## config.mk

```make
export PLATFORM = sky130hd
export DESIGN_NAME = extremum_tracker
export DESIGN_NICKNAME = d
export VERILOG_FILES = /design/src/rtl/xtrk_pkg.sv /design/src/rtl/xtrk_noise_sel.sv /design/src/rtl/xtrk_search.sv /design/src/rtl/xtrk_commit_regs.sv /design/src/rtl/extremum_tracker.sv
export SDC_FILE = /design/constraint.sdc
export NUM_CORES = 1
export LEC_CHECK = 0
export BUFFER_PORTS_ARGS = -buffer_cell sky130_fd_sc_hd__clkbuf_2
export CAP_MARGIN = 10
export CORE_ASPECT_RATIO = 0.9
export CORE_MARGIN = 1
export CORE_UTILIZATION = 51
export DETAILED_ROUTE_END_ITERATION = 8
export GPL_ROUTABILITY_DRIVEN = 0
export PLACE_DENSITY = 0.73
export SLEW_MARGIN = 10
export SYNTH_ARGS = -nofsm -noshare
export SYNTH_HDL_FRONTEND = slang
export SYNTH_HIERARCHICAL = 1
export SYNTH_SLANG_ARGS = --single-unit
```

## constraint.sdc

```tcl
create_clock -name clk -period 6.3 [get_ports clk]
set_clock_uncertainty 0.1 [all_clocks]
set_input_delay 0.315 -clock clk [delete_from_list [all_inputs] [get_ports clk]]
set_output_delay 0.315 -clock clk [all_outputs]
set_load 0.03 [all_outputs]
```

## src/rtl/xtrk_pkg.sv

```systemverilog
package xtrk_pkg;
    localparam int unsigned SAMPLE_W = 8;

    typedef logic [SAMPLE_W-1:0] sample_t;

    typedef enum logic [1:0] {
        PH_EMPTY,
        PH_BOTH,
        PH_SEEK_MIN,
        PH_SEEK_MAX
    } phase_e;

    typedef struct packed {
        logic    hit_min;
        logic    hit_max;
        sample_t val;
    } commit_t;

    // True when upper - lower >= thr, evaluated one bit wider so nothing wraps.
    function automatic logic moved_by(input sample_t upper, input sample_t lower,
                                      input sample_t thr);
        logic [SAMPLE_W:0] diff;
        diff = {1'b0, upper} - {1'b0, lower};
        return !diff[SAMPLE_W] && (diff[SAMPLE_W-1:0] >= thr);
    endfunction
endpackage

```

## src/rtl/xtrk_noise_sel.sv

```systemverilog
module xtrk_noise_sel
    import xtrk_pkg::*;
#(
    parameter int unsigned NOISE_NORM = 8'h30,
    parameter int unsigned NOISE_HIGH = 8'h48
) (
    input  logic    gain_max,
    output sample_t thr
);
    localparam sample_t THR_NORM = sample_t'(NOISE_NORM);
    localparam sample_t THR_HIGH = sample_t'(NOISE_HIGH);

    assign thr = gain_max ? THR_HIGH : THR_NORM;
endmodule

```

## src/rtl/xtrk_search.sv

```systemverilog
module xtrk_search
    import xtrk_pkg::*;
(
    input  logic    clk,
    input  logic    rst,
    input  logic    clr,
    input  logic    smp_vld,
    input  sample_t smp_data,
    input  sample_t thr,
    output commit_t evt
);
    phase_e  phase_q, phase_d;
    sample_t lo_q, lo_d, hi_q, hi_d;

    always_comb begin
        phase_d = phase_q;
        lo_d    = lo_q;
        hi_d    = hi_q;
        evt     = '0;
        if (smp_vld && !clr) begin
            unique case (phase_q)
                PH_EMPTY: begin
                    lo_d    = smp_data;
                    hi_d    = smp_data;
                    phase_d = PH_BOTH;
                end
                PH_BOTH: begin
                    if (moved_by(smp_data, lo_q, thr)) begin
                        evt     = '{hit_min: 1'b1, hit_max: 1'b0, val: lo_q};
                        hi_d    = smp_data;
                        phase_d = PH_SEEK_MAX;
                    end else if (moved_by(hi_q, smp_data, thr)) begin
                        evt     = '{hit_min: 1'b0, hit_max: 1'b1, val: hi_q};
                        lo_d    = smp_data;
                        phase_d = PH_SEEK_MIN;
                    end else begin
                        if (smp_data < lo_q) lo_d = smp_data;
                        if (smp_data > hi_q) hi_d = smp_data;
                    end
                end
                PH_SEEK_MIN: begin
                    if (smp_data < lo_q) begin
                        lo_d = smp_data;
                    end else if (moved_by(smp_data, lo_q, thr)) begin
                        evt     = '{hit_min: 1'b1, hit_max: 1'b0, val: lo_q};
                        hi_d    = smp_data;
                        phase_d = PH_SEEK_MAX;
                    end
                end
                PH_SEEK_MAX: begin
                    if (smp_data > hi_q) begin
                        hi_d = smp_data;
                    end else if (moved_by(hi_q, smp_data, thr)) begin
                        evt     = '{hit_min: 1'b0, hit_max: 1'b1, val: hi_q};
                        lo_d    = smp_data;
                        phase_d = PH_SEEK_MIN;
                    end
                end
                default: phase_d = PH_EMPTY;
            endcase
        end
    end

    always_ff @(posedge clk) begin
        if (rst || clr) begin
            phase_q <= PH_EMPTY;
            lo_q    <= '0;
            hi_q    <= '0;
        end else begin
            phase_q <= phase_d;
            lo_q    <= lo_d;
            hi_q    <= hi_d;
        end
    end
endmodule

```

## src/rtl/xtrk_commit_regs.sv

```systemverilog
module xtrk_commit_regs
    import xtrk_pkg::*;
(
    input  logic    clk,
    input  logic    rst,
    input  logic    clr,
    input  commit_t evt,
    output sample_t min_val,
    output logic    min_ok,
    output logic    min_stb,
    output sample_t max_val,
    output logic    max_ok,
    output logic    max_stb
);
    logic seen_q;

    always_ff @(posedge clk) begin
        if (rst || clr) begin
            seen_q  <= 1'b0;
            min_val <= '0;
            min_ok  <= 1'b0;
            min_stb <= 1'b0;
            max_val <= '0;
            max_ok  <= 1'b0;
            max_stb <= 1'b0;
        end else begin
            min_stb <= evt.hit_min;
            max_stb <= evt.hit_max;
            if (evt.hit_min) begin
                min_val <= evt.val;
                min_ok  <= seen_q;
            end
            if (evt.hit_max) begin
                max_val <= evt.val;
                max_ok  <= seen_q;
            end
            if (evt.hit_min || evt.hit_max) seen_q <= 1'b1;
        end
    end
endmodule

```

## src/rtl/extremum_tracker.sv

```systemverilog
module extremum_tracker
    import xtrk_pkg::*;
#(
    parameter int unsigned NOISE_NORM = 8'h30,
    parameter int unsigned NOISE_HIGH = 8'h48
) (
    input  logic                clk,
    input  logic                rst,
    input  logic                clr,
    input  logic                smp_vld,
    input  logic [SAMPLE_W-1:0] smp_data,
    input  logic                gain_max,
    output logic [SAMPLE_W-1:0] min_val,
    output logic                min_ok,
    output logic                min_stb,
    output logic [SAMPLE_W-1:0] max_val,
    output logic                max_ok,
    output logic                max_stb
);
    sample_t thr;
    commit_t evt;

    xtrk_noise_sel #(.NOISE_NORM(NOISE_NORM), .NOISE_HIGH(NOISE_HIGH)) u_thr (
        .gain_max (gain_max),
        .thr      (thr)
    );

    xtrk_search u_search (
        .clk      (clk),
        .rst      (rst),
        .clr      (clr),
        .smp_vld  (smp_vld),
        .smp_data (smp_data),
        .thr      (thr),
        .evt      (evt)
    );

    xtrk_commit_regs u_regs (
        .clk     (clk),
        .rst     (rst),
        .clr     (clr),
        .evt     (evt),
        .min_val (min_val),
        .min_ok  (min_ok),
        .min_stb (min_stb),
        .max_val (max_val),
        .max_ok  (max_ok),
        .max_stb (max_stb)
    );
endmodule

```

==> qor.yml <==
report.final.hold_viol_count: 0
synth_edf_count: 0
cts-buffers-inserted: 5
total_leakage_power_nw: 1.30
fill_cells: 477
util_after_layout: 0.589
post-route-min-period_ns: 4.40
synth_area_mm2: 0.00290
async_flop_share: 0
core-area_mm2: 0.00535
max_freq_mhz: 227
wire_per_inst_um: 15.2
stdcell_count: 418
share_of_the_cycle_needed_by_the_critical_path_after_routing: 0.699
track_usage: 0.224
route.detailed.vias_per_inst: 5.87
largest_net_degree_at_the_start_of_global_routing: 22
cts_setup_buffers: 0
worst_ep_required_time_ns: 6.42
flow.area_growth_from_synthesis_pct: 8.81
cp-start-kind: "register"
hpwlAfterDp_um: 4950
grt_pass1_wl_um: 10300
post-place-cells: 411
die_area_mm2: 0.00599
cts_tree: "done"
antenna_violations_before_repair: 0
final_layout_size_suffix_gt1_frac: 0.151
timing.hold.worst.class: "in -> reg"
path_clk_slew_ns: 0.07
floorplan.die.height_um: 73.5
antennaDiodeCount: 0
run_status: "completed"
yosysSeqAreaShare: 0.270
clk_path_buf_depth: 2
relSlewSlack: 0.188
antenna_violating_nets_post_route: 0
grt_pass1_vias: 2238
synthCells: 324
crit_path_end_kind: "register"
core.rowCount: 25
postRouteWirelength_um: 6340
slew_at_the_pin_closest_to_its_max_slew_limit_ns: 1.21
resized_cells_post_cts: 0
place_ws_ns: 1.96
first_pass_iters: 4
total_number_of_vias: 2454
cts.root.buffer_cell: "sky130_fd_sc_hd__clkbuf_8"
syn-mean-instance-area_um2: 8.94
route.detailed.drc: 0
numClockSinks: 39
path_max_fanout: 19
ws_path_type: "reg -> reg"
port_buffers: 32
yosys_register_bits: 39
cap_violations: 0
design.final.nets: 402
clock_tree.htree_level_count: 2
timing_max_transition_violations_final: 0
synth_cell_types: 59
die-width_um: 81.4
start_util: 0.542
cp.arrival_ns: 4.52
worst_slack_ns: 1.90
p_per_area_mw_per_mm2: 182
worstSkewPairLatency_ns: 0.29
irDropWorstVdd_mv: 0.163
drt_iter0_markers: 91
global_route.overflow_total: 0
i_o_pin_count: 33
yosysWarnings: 6
setup_violations: 0
timing.setup.tns_ns: 0
ctsHoldBuffers: 0
synth_top_flop_cell: "sky130_fd_sc_hd__dfxtp_1"
grt_setup_unrepaired: "no"
power breakdown:
part,internal (W),total [W],switching [W],leakage (nW)
Combinational,0.0000494,0.000122,0.0000728,0.934
Clock,0.000116,0.000199,0.0000830,0.0513
Sequential,0.000249,0.000252,0.00000270,0.315
area by class of cell:
| class | count | area [um^2] | share of cell area |
|---|---|---|---|
| Multi-Input combinational cell | 237 | 1890 | 0.598 |
| Timing Repair Buffer | 33 | 168 | 0.0532 |
| Sequential cell | 39 | 781 | 0.248 |
| Tap cell | 67 | 83.8 | 0.0266 |
| Inverter | 35 | 131 | 0.0417 |
| Clock inverter | 1 | 30.0 | 0.00953 |
| Clock buffer | 6 | 72.6 | 0.0230 |
stage by stage:
step	instance area, um^2	total power (W)	hold WS [ns]
floorplan	2910	0.000351	0.341
global placement	3050	0.000373	0.376
CTS	3150	0.000574	0.189
global route	3150	0.000601	0.201
finish	3150	0.000573	0.192
detailed placement	3050	0.000377	0.381
layout by cell type, fill, tap and decap left out, types with 2 or more instances in the layout:
cell type	instances
sky130_fd_sc_hd__ha_1	36
sky130_fd_sc_hd__o21a_1	6
sky130_fd_sc_hd__a22o_1	24
sky130_fd_sc_hd__a211o_1	4
sky130_fd_sc_hd__nor3_1	9
sky130_fd_sc_hd__o2111ai_1	3
sky130_fd_sc_hd__or2_2	2
sky130_fd_sc_hd__nand3_1	4
sky130_fd_sc_hd__mux2i_1	18
sky130_fd_sc_hd__and2b_1	2
sky130_fd_sc_hd__nand2b_1	4
sky130_fd_sc_hd__a21oi_1	13
sky130_fd_sc_hd__a21o_1	2
sky130_fd_sc_hd__o21ai_1	5
sky130_fd_sc_hd__clkbuf_2	32
sky130_fd_sc_hd__nor2_1	30
sky130_fd_sc_hd__o21ai_0	11
sky130_fd_sc_hd__and3_1	3
sky130_fd_sc_hd__dfxtp_1	39
sky130_fd_sc_hd__conb_1	4
sky130_fd_sc_hd__xnor2_1	8
sky130_fd_sc_hd__fa_1	2
sky130_fd_sc_hd__a41oi_1	2
sky130_fd_sc_hd__nand2_1	12
sky130_fd_sc_hd__inv_1	35
sky130_fd_sc_hd__clkbuf_8	5
sky130_fd_sc_hd__a311oi_1	2
sky130_fd_sc_hd__a31oi_1	3
synthesized netlist by cell type, types with 3 or more instances:
cell type / n / area share
sky130_fd_sc_hd__nor2_1: 30 / 0.039
sky130_fd_sc_hd__inv_1: 35 / 0.045
sky130_fd_sc_hd__o2111ai_1: 3 / 0.0091
sky130_fd_sc_hd__xnor2_1: 8 / 0.024
sky130_fd_sc_hd__o21ai_0: 11 / 0.019
sky130_fd_sc_hd__nand3_1: 4 / 0.0069
sky130_fd_sc_hd__a211o_1: 4 / 0.012
sky130_fd_sc_hd__nand2_1: 12 / 0.016
sky130_fd_sc_hd__buf_4: 9 / 0.023
sky130_fd_sc_hd__a21oi_1: 13 / 0.022
sky130_fd_sc_hd__o21ai_1: 5 / 0.0086
sky130_fd_sc_hd__ha_1: 36 / 0.16
sky130_fd_sc_hd__dfxtp_1: 39 / 0.27
sky130_fd_sc_hd__nand2b_1: 4 / 0.0086
sky130_fd_sc_hd__a31oi_1: 3 / 0.0065
sky130_fd_sc_hd__mux2i_1: 18 / 0.062
sky130_fd_sc_hd__a22o_1: 24 / 0.073
sky130_fd_sc_hd__o21a_1: 6 / 0.016
sky130_fd_sc_hd__nor3_1: 9 / 0.016
sky130_fd_sc_hd__and3_1: 3 / 0.0065
path summary, 6_finish.rpt:
check,from,to,slack (ns),cells past startpoint
max,u_search/lo_q[2]$_SDFFE_PP0P_,u_regs/min_val[2]$_SDFFE_PP0P_,1.90,15
min,smp_data[0],u_search/lo_q[0]$_SDFFE_PP0P_,0.19,2
max reg2reg,u_search/lo_q[2]$_SDFFE_PP0P_,u_regs/min_val[2]$_SDFFE_PP0P_,1.90,15
min reg2reg,u_regs/min_ok$_SDFFE_PP0P_,u_regs/min_ok$_SDFFE_PP0P_,0.39,2
worst max-delay path, stage by stage, from the launching register on:
cell	delay (ns)
sky130_fd_sc_hd__dfxtp_1	0.38
sky130_fd_sc_hd__inv_1	0.06
sky130_fd_sc_hd__ha_1	0.35
sky130_fd_sc_hd__a21oi_1	0.19
sky130_fd_sc_hd__o21ai_1	0.17
sky130_fd_sc_hd__a31oi_1	0.29
sky130_fd_sc_hd__o21ai_0	0.17
sky130_fd_sc_hd__xnor2_1	0.16
sky130_fd_sc_hd__ha_1	0.30
sky130_fd_sc_hd__nand4_1	0.11
sky130_fd_sc_hd__o21ai_0	0.32
sky130_fd_sc_hd__nand2_1	0.19
sky130_fd_sc_hd__nor4_4	1.05
sky130_fd_sc_hd__a22o_1	0.27
sky130_fd_sc_hd__mux2i_1	0.09
sky130_fd_sc_hd__nor2_1	0.14
logic make-up (layout without fill, tap and decap cells):
family	Yosys count	in the layout	share of synthesized area
flip-flops	39	39	0.270
adder cells (fa/ha/maj)	38	38	0.169
buffers and inverters	51	75	0.0834
AND/OR/NAND/NOR	78	78	0.140
AO/OA/AOI/OAI	90	90	0.248
other	1	4	0.00129
XOR/XNOR	9	9	0.0272
multiplexers	18	18	0.0622
metal layers:
layer	up-vias	wire, um	GRT usage
li1	1218	-	-
met1	1163	3030	0.292
met2	63	2960	0.369
met3	10	239	0.0385
met4	0	104	0.0794
met5	-	0	0
sequential cells by signal, indices dropped and copies added (netlist names):
register          flops
u_search/hi_q         8
u_search/lo_q         8
u_regs/min_stb        1
u_regs/min_ok         1
u_regs/min_val        8
u_search/phase_q      2
u_regs/max_val        8
u_regs/seen_q         1
u_regs/max_ok         1
u_regs/max_stb        1
Power figures use the tool's default switching activity.
